$ cat config.mk
export PLATFORM = sky130hd
export DESIGN_NAME = s_trap_csr
export DESIGN_NICKNAME = d
export VERILOG_FILES = /design/src/rtl/s_trap_pkg.sv /design/src/rtl/s_trap_irq_sel.sv /design/src/rtl/s_trap_csr_alu.sv /design/src/rtl/s_trap_csr.sv
export SDC_FILE = /design/constraint.sdc
export NUM_CORES = 1
export LEC_CHECK = 0
export CAP_MARGIN = 20
export CORE_UTILIZATION = 35
export DETAILED_ROUTE_END_ITERATION = 8
export PLACE_DENSITY = 0.65
export SETUP_SLACK_MARGIN = 0.4
export SYNTH_ARGS = -nofsm -noshare
export SYNTH_HDL_FRONTEND = slang
export SYNTH_HIERARCHICAL = 1
export SYNTH_SLANG_ARGS = --single-unit
$ cat constraint.sdc
create_clock -name clk -period 3.45 [get_ports clk]
set_input_delay 0.69 -clock clk [delete_from_list [all_inputs] [get_ports clk]]
set_output_delay 0.69 -clock clk [all_outputs]
set_load 0.05 [all_outputs]
$ cat src/rtl/s_trap_pkg.sv
package s_trap_pkg;
  localparam logic [11:0] A_STATUS = 12'h100;
  localparam logic [11:0] A_IE     = 12'h104;
  localparam logic [11:0] A_TVEC   = 12'h105;
  localparam logic [11:0] A_EPC    = 12'h141;
  localparam logic [11:0] A_CAUSE  = 12'h142;
  localparam logic [11:0] A_TVAL   = 12'h143;

  localparam int B_SIE  = 1;
  localparam int B_SPIE = 5;
  localparam int B_SPP  = 8;

  localparam int EN_SW  = 1;
  localparam int EN_TIM = 5;
  localparam int EN_EXT = 9;

  localparam int CODE_ILLEGAL = 2;
  localparam int CODE_I_SW    = 1;
  localparam int CODE_I_TIM   = 5;
  localparam int CODE_I_EXT   = 9;

  localparam logic PRIV_U = 1'b0;
  localparam logic PRIV_S = 1'b1;
endpackage

$ cat src/rtl/s_trap_irq_sel.sv
module s_trap_irq_sel #(
  parameter int NSRC = 3
) (
  input  logic            clk,
  input  logic            rst_n,
  input  logic [NSRC-1:0] pend,
  output logic [NSRC-1:0] grant,
  output logic            any
);
  for (genvar i = 0; i < NSRC; i++) begin : g_pri
    if (i == 0) begin : g_top
      assign grant[i] = pend[i];
    end else begin : g_rest
      assign grant[i] = pend[i] & ~|pend[i-1:0];
    end
  end
  assign any = |pend;

  assert_grant_subset_R7: assert property (@(posedge clk) disable iff (!rst_n)
    any |-> ($onehot(grant) && ((grant & ~pend) == '0)));
endmodule

$ cat src/rtl/s_trap_csr_alu.sv
module s_trap_csr_alu #(
  parameter int XLEN = 32
) (
  input  logic [2:0]      op,
  input  logic [XLEN-1:0] old_val,
  input  logic [XLEN-1:0] src,
  input  logic [4:0]      imm,
  output logic            wr,
  output logic [XLEN-1:0] new_val
);
  logic [XLEN-1:0] operand;
  assign operand = op[2] ? {{(XLEN-5){1'b0}}, imm} : src;

  always_comb begin
    wr = 1'b1;
    case (op[1:0])
      2'b01:   new_val = operand;
      2'b10:   new_val = old_val | operand;
      2'b11:   new_val = old_val & ~operand;
      default: begin new_val = old_val; wr = 1'b0; end
    endcase
  end
endmodule

$ cat src/rtl/s_trap_csr.sv
module s_trap_csr
  import s_trap_pkg::*;
#(
  parameter int XLEN   = 32,
  parameter int CODE_W = 5
) (
  input  logic              clk,
  input  logic              rst_n,
  input  logic              csr_en,
  input  logic [2:0]        csr_op,
  input  logic [11:0]       csr_addr,
  input  logic [XLEN-1:0]   csr_src,
  input  logic [4:0]        csr_imm,
  output logic [XLEN-1:0]   csr_rdata,
  input  logic [XLEN-1:0]   inst_pc,
  input  logic              exc_valid,
  input  logic [CODE_W-1:0] exc_code,
  input  logic [XLEN-1:0]   exc_tval,
  input  logic              irq_ext,
  input  logic              irq_sw,
  input  logic              irq_tim,
  input  logic [XLEN-1:0]   next_pc,
  input  logic              sret_en,
  output logic              redirect_valid,
  output logic [XLEN-1:0]   redirect_pc,
  output logic              priv_mode
);
  localparam int NSRC = 3;
  localparam logic [XLEN-1:0] IE_MASK =
    (XLEN'(1) << EN_SW) | (XLEN'(1) << EN_TIM) | (XLEN'(1) << EN_EXT);

  logic            priv_q, st_sie, st_spie, st_spp;
  logic [XLEN-1:0] ie_q, tvec_q, epc_q, cause_q, tval_q;
  logic [XLEN-1:0] status_w, new_val, cause_nxt;
  logic            alu_wr, user, take_exc, take_irq, take_trap, do_sret, do_csr, irq_on;
  logic [NSRC-1:0] pend, grant;
  logic            irq_any;
  logic [CODE_W-1:0] irq_code, exc_sel;

  assign user = (priv_q == PRIV_U);

  always_comb begin
    status_w = '0;
    status_w[B_SIE]  = st_sie;
    status_w[B_SPIE] = st_spie;
    status_w[B_SPP]  = st_spp;
  end

  always_comb begin
    case (csr_addr)
      A_STATUS: csr_rdata = status_w;
      A_IE:     csr_rdata = ie_q;
      A_TVEC:   csr_rdata = tvec_q;
      A_EPC:    csr_rdata = epc_q;
      A_CAUSE:  csr_rdata = cause_q;
      A_TVAL:   csr_rdata = tval_q;
      default:  csr_rdata = '0;
    endcase
  end

  s_trap_csr_alu #(.XLEN(XLEN)) u_alu (
    .op(csr_op), .old_val(csr_rdata), .src(csr_src), .imm(csr_imm),
    .wr(alu_wr), .new_val(new_val)
  );

  // index 0 is the highest priority source
  assign irq_on = st_sie | user;
  assign pend[0] = irq_ext & ie_q[EN_EXT] & irq_on;
  assign pend[1] = irq_sw  & ie_q[EN_SW]  & irq_on;
  assign pend[2] = irq_tim & ie_q[EN_TIM] & irq_on;

  s_trap_irq_sel #(.NSRC(NSRC)) u_sel (
    .clk(clk), .rst_n(rst_n), .pend(pend), .grant(grant), .any(irq_any)
  );

  always_comb begin
    if (grant[0])      irq_code = CODE_W'(CODE_I_EXT);
    else if (grant[1]) irq_code = CODE_W'(CODE_I_SW);
    else               irq_code = CODE_W'(CODE_I_TIM);
  end

  assign take_exc  = exc_valid | (csr_en & user) | (sret_en & user);
  assign exc_sel   = exc_valid ? exc_code : CODE_W'(CODE_ILLEGAL);
  assign take_irq  = ~take_exc & irq_any;
  assign take_trap = take_exc | take_irq;
  assign do_sret   = sret_en & ~user & ~take_trap;
  assign do_csr    = csr_en & ~user & ~take_trap & ~do_sret & alu_wr;

  always_comb begin
    cause_nxt = '0;
    cause_nxt[CODE_W-1:0] = take_irq ? irq_code : exc_sel;
    cause_nxt[XLEN-1]     = take_irq;
  end

  assign redirect_valid = take_trap | do_sret;
  assign redirect_pc    = take_trap ? tvec_q : epc_q;
  assign priv_mode      = priv_q;

  always_ff @(posedge clk or negedge rst_n) begin
    if (!rst_n) begin
      priv_q <= PRIV_S; st_sie <= 1'b0; st_spie <= 1'b0; st_spp <= PRIV_U;
      ie_q <= '0; tvec_q <= '0; epc_q <= '0; cause_q <= '0; tval_q <= '0;
    end else if (take_trap) begin
      cause_q <= cause_nxt;
      epc_q   <= take_irq ? next_pc : inst_pc;
      tval_q  <= exc_valid ? exc_tval : '0;
      st_spp  <= priv_q;
      priv_q  <= PRIV_S;
      st_spie <= st_sie;
      st_sie  <= 1'b0;
    end else if (do_sret) begin
      priv_q  <= st_spp;
      st_sie  <= st_spie;
      st_spie <= 1'b1;
      st_spp  <= PRIV_U;
    end else if (do_csr) begin
      case (csr_addr)
        A_STATUS: begin
          st_sie  <= new_val[B_SIE];
          st_spie <= new_val[B_SPIE];
          st_spp  <= new_val[B_SPP];
        end
        A_IE:    ie_q    <= new_val & IE_MASK;
        A_TVEC:  tvec_q  <= {new_val[XLEN-1:2], 2'b00};
        A_EPC:   epc_q   <= new_val;
        A_CAUSE: cause_q <= new_val;
        A_TVAL:  tval_q  <= new_val;
        default: ;
      endcase
    end
  end

  assert_entry_stack_R10: assert property (@(posedge clk) disable iff (!rst_n)
    take_trap |=> (priv_q == PRIV_S && !st_sie && st_spie == $past(st_sie)
                   && st_spp == $past(priv_q)));
  assert_return_pop_R11: assert property (@(posedge clk) disable iff (!rst_n)
    do_sret |=> (priv_q == $past(st_spp) && st_sie == $past(st_spie)
                 && st_spie && st_spp == PRIV_U));
  assert_user_csr_blocked_R4: assert property (@(posedge clk) disable iff (!rst_n)
    (csr_en && priv_mode == PRIV_U) |=> ($stable(tvec_q) && $stable(ie_q)
                                         && priv_mode == PRIV_S));
  assert_exc_first_R9: assert property (@(posedge clk) disable iff (!rst_n)
    exc_valid |=> (!cause_q[XLEN-1] && epc_q == $past(inst_pc)));
  assert_irq_return_pc_R6: assert property (@(posedge clk) disable iff (!rst_n)
    (redirect_valid && !exc_valid && (irq_ext || irq_sw || irq_tim) && priv_mode == PRIV_S
     && !csr_en && !sret_en) |=> (cause_q[XLEN-1] && epc_q == $past(next_pc)));
endmodule

==> impl_metrics.env <==
export IMPL_worst_hold_path_type="primary input to asynchronous set/reset pin"
export IMPL_fp_dieW_um=163
export IMPL_finalClockSkew_ns=0.0115
export IMPL_synthesis_area_per_instance_um2=8.52
export IMPL_setup_slack_ns=0.157
export IMPL_initial_utilization_pct=35.7
export IMPL_final_hold_worst_slack_ns=0.175
export IMPL_detail_route_wirelength_mm=41.6
export IMPL_final_cell_count_no_fill=1711
export IMPL_vias_per_cell=6.00
export IMPL_grt_pass1_wl_mm=61.2
export IMPL_finish_utilization_pct=58.3
export IMPL_wl_per_cell_um=24.3
export IMPL_ctsRootBufferMaster="sky130_fd_sc_hd__clkbuf_16"
export IMPL_cts_htree_levels=4
export IMPL_cp_arrival_ns=2.60
export IMPL_cts_buffers=17
export IMPL_synthCells=1059
export IMPL_die_area_mm2=0.0264
export IMPL_clock_tree_buffer_depth=2
export IMPL_antenna_found_initial=1
export IMPL_placed_cells_incl_taps=1615
export IMPL_worstPathMaxFanout=9
export IMPL_max_freq_ghz=0.304
export IMPL_power_static_leakage_nw=5.95
export IMPL_gp_congestion=0.926
export IMPL_globalRouteTotalUtil_pct=31.1
export IMPL_place_detailed_hpwl_mm=26.2
export IMPL_cp_start_kind="flop"
export IMPL_cp_data_required_time_ns=2.76
export IMPL_num_nets_final=1528
export IMPL_layout_cell_area_non_filler_mm2=0.0147
export IMPL_drcViolationCount=0
export IMPL_synthesis_nets=1220
export IMPL_timing_final_max_slew_violations=0
export IMPL_critPathKind="flop to output pin"
export IMPL_max_slew_worst_pin_slew_ns=0.588
export IMPL_max_vdd_ir_drop_mv=0.229
export IMPL_cap_viol_max_count=0
export IMPL_final_setup_viol_count=0
export IMPL_num_vias=10300
export IMPL_core_area_mm2=0.0253
export IMPL_worst_slew_margin_rel_pct=60.8
export IMPL_clk_latency_ns=0.43
export IMPL_firstDrtPassIters=7
export IMPL_placed_cell_area_mm2=0.0129
export IMPL_tritoncts_clock_tree="yes"
export IMPL_worst_setup_path_end_kind="output pin"
export IMPL_drive_above_1_share_pct=34.1
export IMPL_synthesis_yosys_warnings=6
export IMPL_grt_pass1_vias=10100
export IMPL_iter_0_drt_violations=984
export IMPL_largest_net_degree_at_the_start_of_global_routing=65
export IMPL_drt_antenna_violating_nets=0
export IMPL_period_minus_slack_ns=3.29
export IMPL_buffer_ports_inserted=226
export IMPL_synthesis_area_mm2=0.00902
export IMPL_hold_violations=0
export IMPL_tns_ns=0
export IMPL_boundaryPins=227
export IMPL_area_growth_from_synthesis_to_layout_pct=63.2
export IMPL_grt_overflow=0
export IMPL_detailedPlace_worstSlack_ns=-0.146
export IMPL_cts_sinks=133
export IMPL_outcome="completed"
export IMPL_fp_dieH_um=163
export IMPL_clkTransAtPathRegs_ns=0.07
export IMPL_power_density_over_the_cells_mw_per_mm2=341
export IMPL_grt_setup_unrepaired="yes"
export IMPL_finalPower_mw=5.01
export IMPL_period_share_pct=95.5
export IMPL_fp_row_count=58
==> worst max-delay path, stage by stage (launching register included) <==
cell and delay [ns]:
sky130_fd_sc_hd__dfstp_4 0.64, sky130_fd_sc_hd__nand2b_4 0.06, sky130_fd_sc_hd__and3_4 0.16, sky130_fd_sc_hd__or3_4 0.44, sky130_fd_sc_hd__nor3_4 0.19, sky130_fd_sc_hd__buf_6 0.18, sky130_fd_sc_hd__buf_16 0.16, sky130_fd_sc_hd__nand2_1 0.10
sky130_fd_sc_hd__nand2_4 0.09, sky130_fd_sc_hd__buf_8 0.14
==> timing repair <==
item,in CTS,in global routing
pin swaps,19,22
cloned,9,2
hold buffers,0,0
buffers inserted,33,19
endpoints found under the setup margin,184,100
gates resized for setup,118,85
==> routing by layer <==
metal / track usage [%] / vias up / part of all wire, %
met1: 40.5 / 5033 / 40
met3: 5.50 / 109 / 9.2
met2: 49.8 / 608 / 46
met5: 0 / - / 0
li1: - / 4522 / -
met4: 14.9 / 0 / 4.7
==> layout make-up <==
| class | instances | area, µm² |
|---|---|---|
| tap | 330 | 413 |
| timing repair buffer | 396 | 4550 |
| fill | 2210 | 10500 |
| clock buffer | 18 | 429 |
| antenna | 1 | 2.50 |
| clock inverter | 14 | 106 |
| inverter | 5 | 18.8 |
| sequential | 133 | 3330 |
| multi-input combinational | 814 | 5860 |
==> worst paths after layout <==
kind	slack (ns)	cells past startpoint	startpoint	to
max	0.16	9	priv_mode$_DFFE_PN1P_	redirect_pc[18]
max reg2reg	0.28	16	priv_mode$_DFFE_PN1P_	st_spp$_DFFE_PN0P_
min in group clk	0.52	1	tvec_q[21]$_DFFE_PN0P_	tvec_q[21]$_DFFE_PN0P_
min reg2reg	0.52	1	tvec_q[21]$_DFFE_PN0P_	tvec_q[21]$_DFFE_PN0P_
max in group asynchronous	2.43	2	rst_n	priv_mode$_DFFE_PN1P_
min	0.18	1	rst_n	epc_q[28]$_DFFE_PN0P_
==> layout by cell type, fill, tap and decap left out, types with 14 or more instances in the layout <==
master	count
sky130_fd_sc_hd__o21ai_1	14
sky130_fd_sc_hd__mux2_4	19
sky130_fd_sc_hd__nand2_4	40
sky130_fd_sc_hd__buf_4	114
sky130_fd_sc_hd__a2bb2oi_1	28
sky130_fd_sc_hd__a21oi_2	25
sky130_fd_sc_hd__a31o_2	27
sky130_fd_sc_hd__buf_12	57
sky130_fd_sc_hd__nor2b_1	29
sky130_fd_sc_hd__nand3_1	55
sky130_fd_sc_hd__mux2i_1	22
sky130_fd_sc_hd__clkbuf_16	19
sky130_fd_sc_hd__xnor2_1	27
sky130_fd_sc_hd__buf_8	22
sky130_fd_sc_hd__clkdlybuf4s50_1	144
sky130_fd_sc_hd__mux2_2	31
sky130_fd_sc_hd__o21ai_0	54
sky130_fd_sc_hd__a21oi_1	92
sky130_fd_sc_hd__a22oi_1	30
sky130_fd_sc_hd__nor3_1	33
sky130_fd_sc_hd__nand2_1	126
sky130_fd_sc_hd__o311a_1	14
sky130_fd_sc_hd__o211ai_1	27
sky130_fd_sc_hd__a311o_1	15
sky130_fd_sc_hd__dfrtp_1	132
sky130_fd_sc_hd__buf_6	33
==> power by group <==
part / leakage, nW / internal (mW) / total (mW) / switching [mW]
Sequential: 1.71 / 1.69 / 1.80 / 0.113
Combinational: 4.00 / 0.722 / 1.52 / 0.801
Clock: 0.241 / 0.923 / 1.69 / 0.767
==> sequential cells by signal (all words and copies together), names as in the netlist <==
signal,count
cause_q,32
epc_q,32
tval_q,32
tvec_q,30
ie_q,3
priv_mode,1
st_sie,1
st_spie,1
st_spp,1
Power figures use the tool's default switching activity.
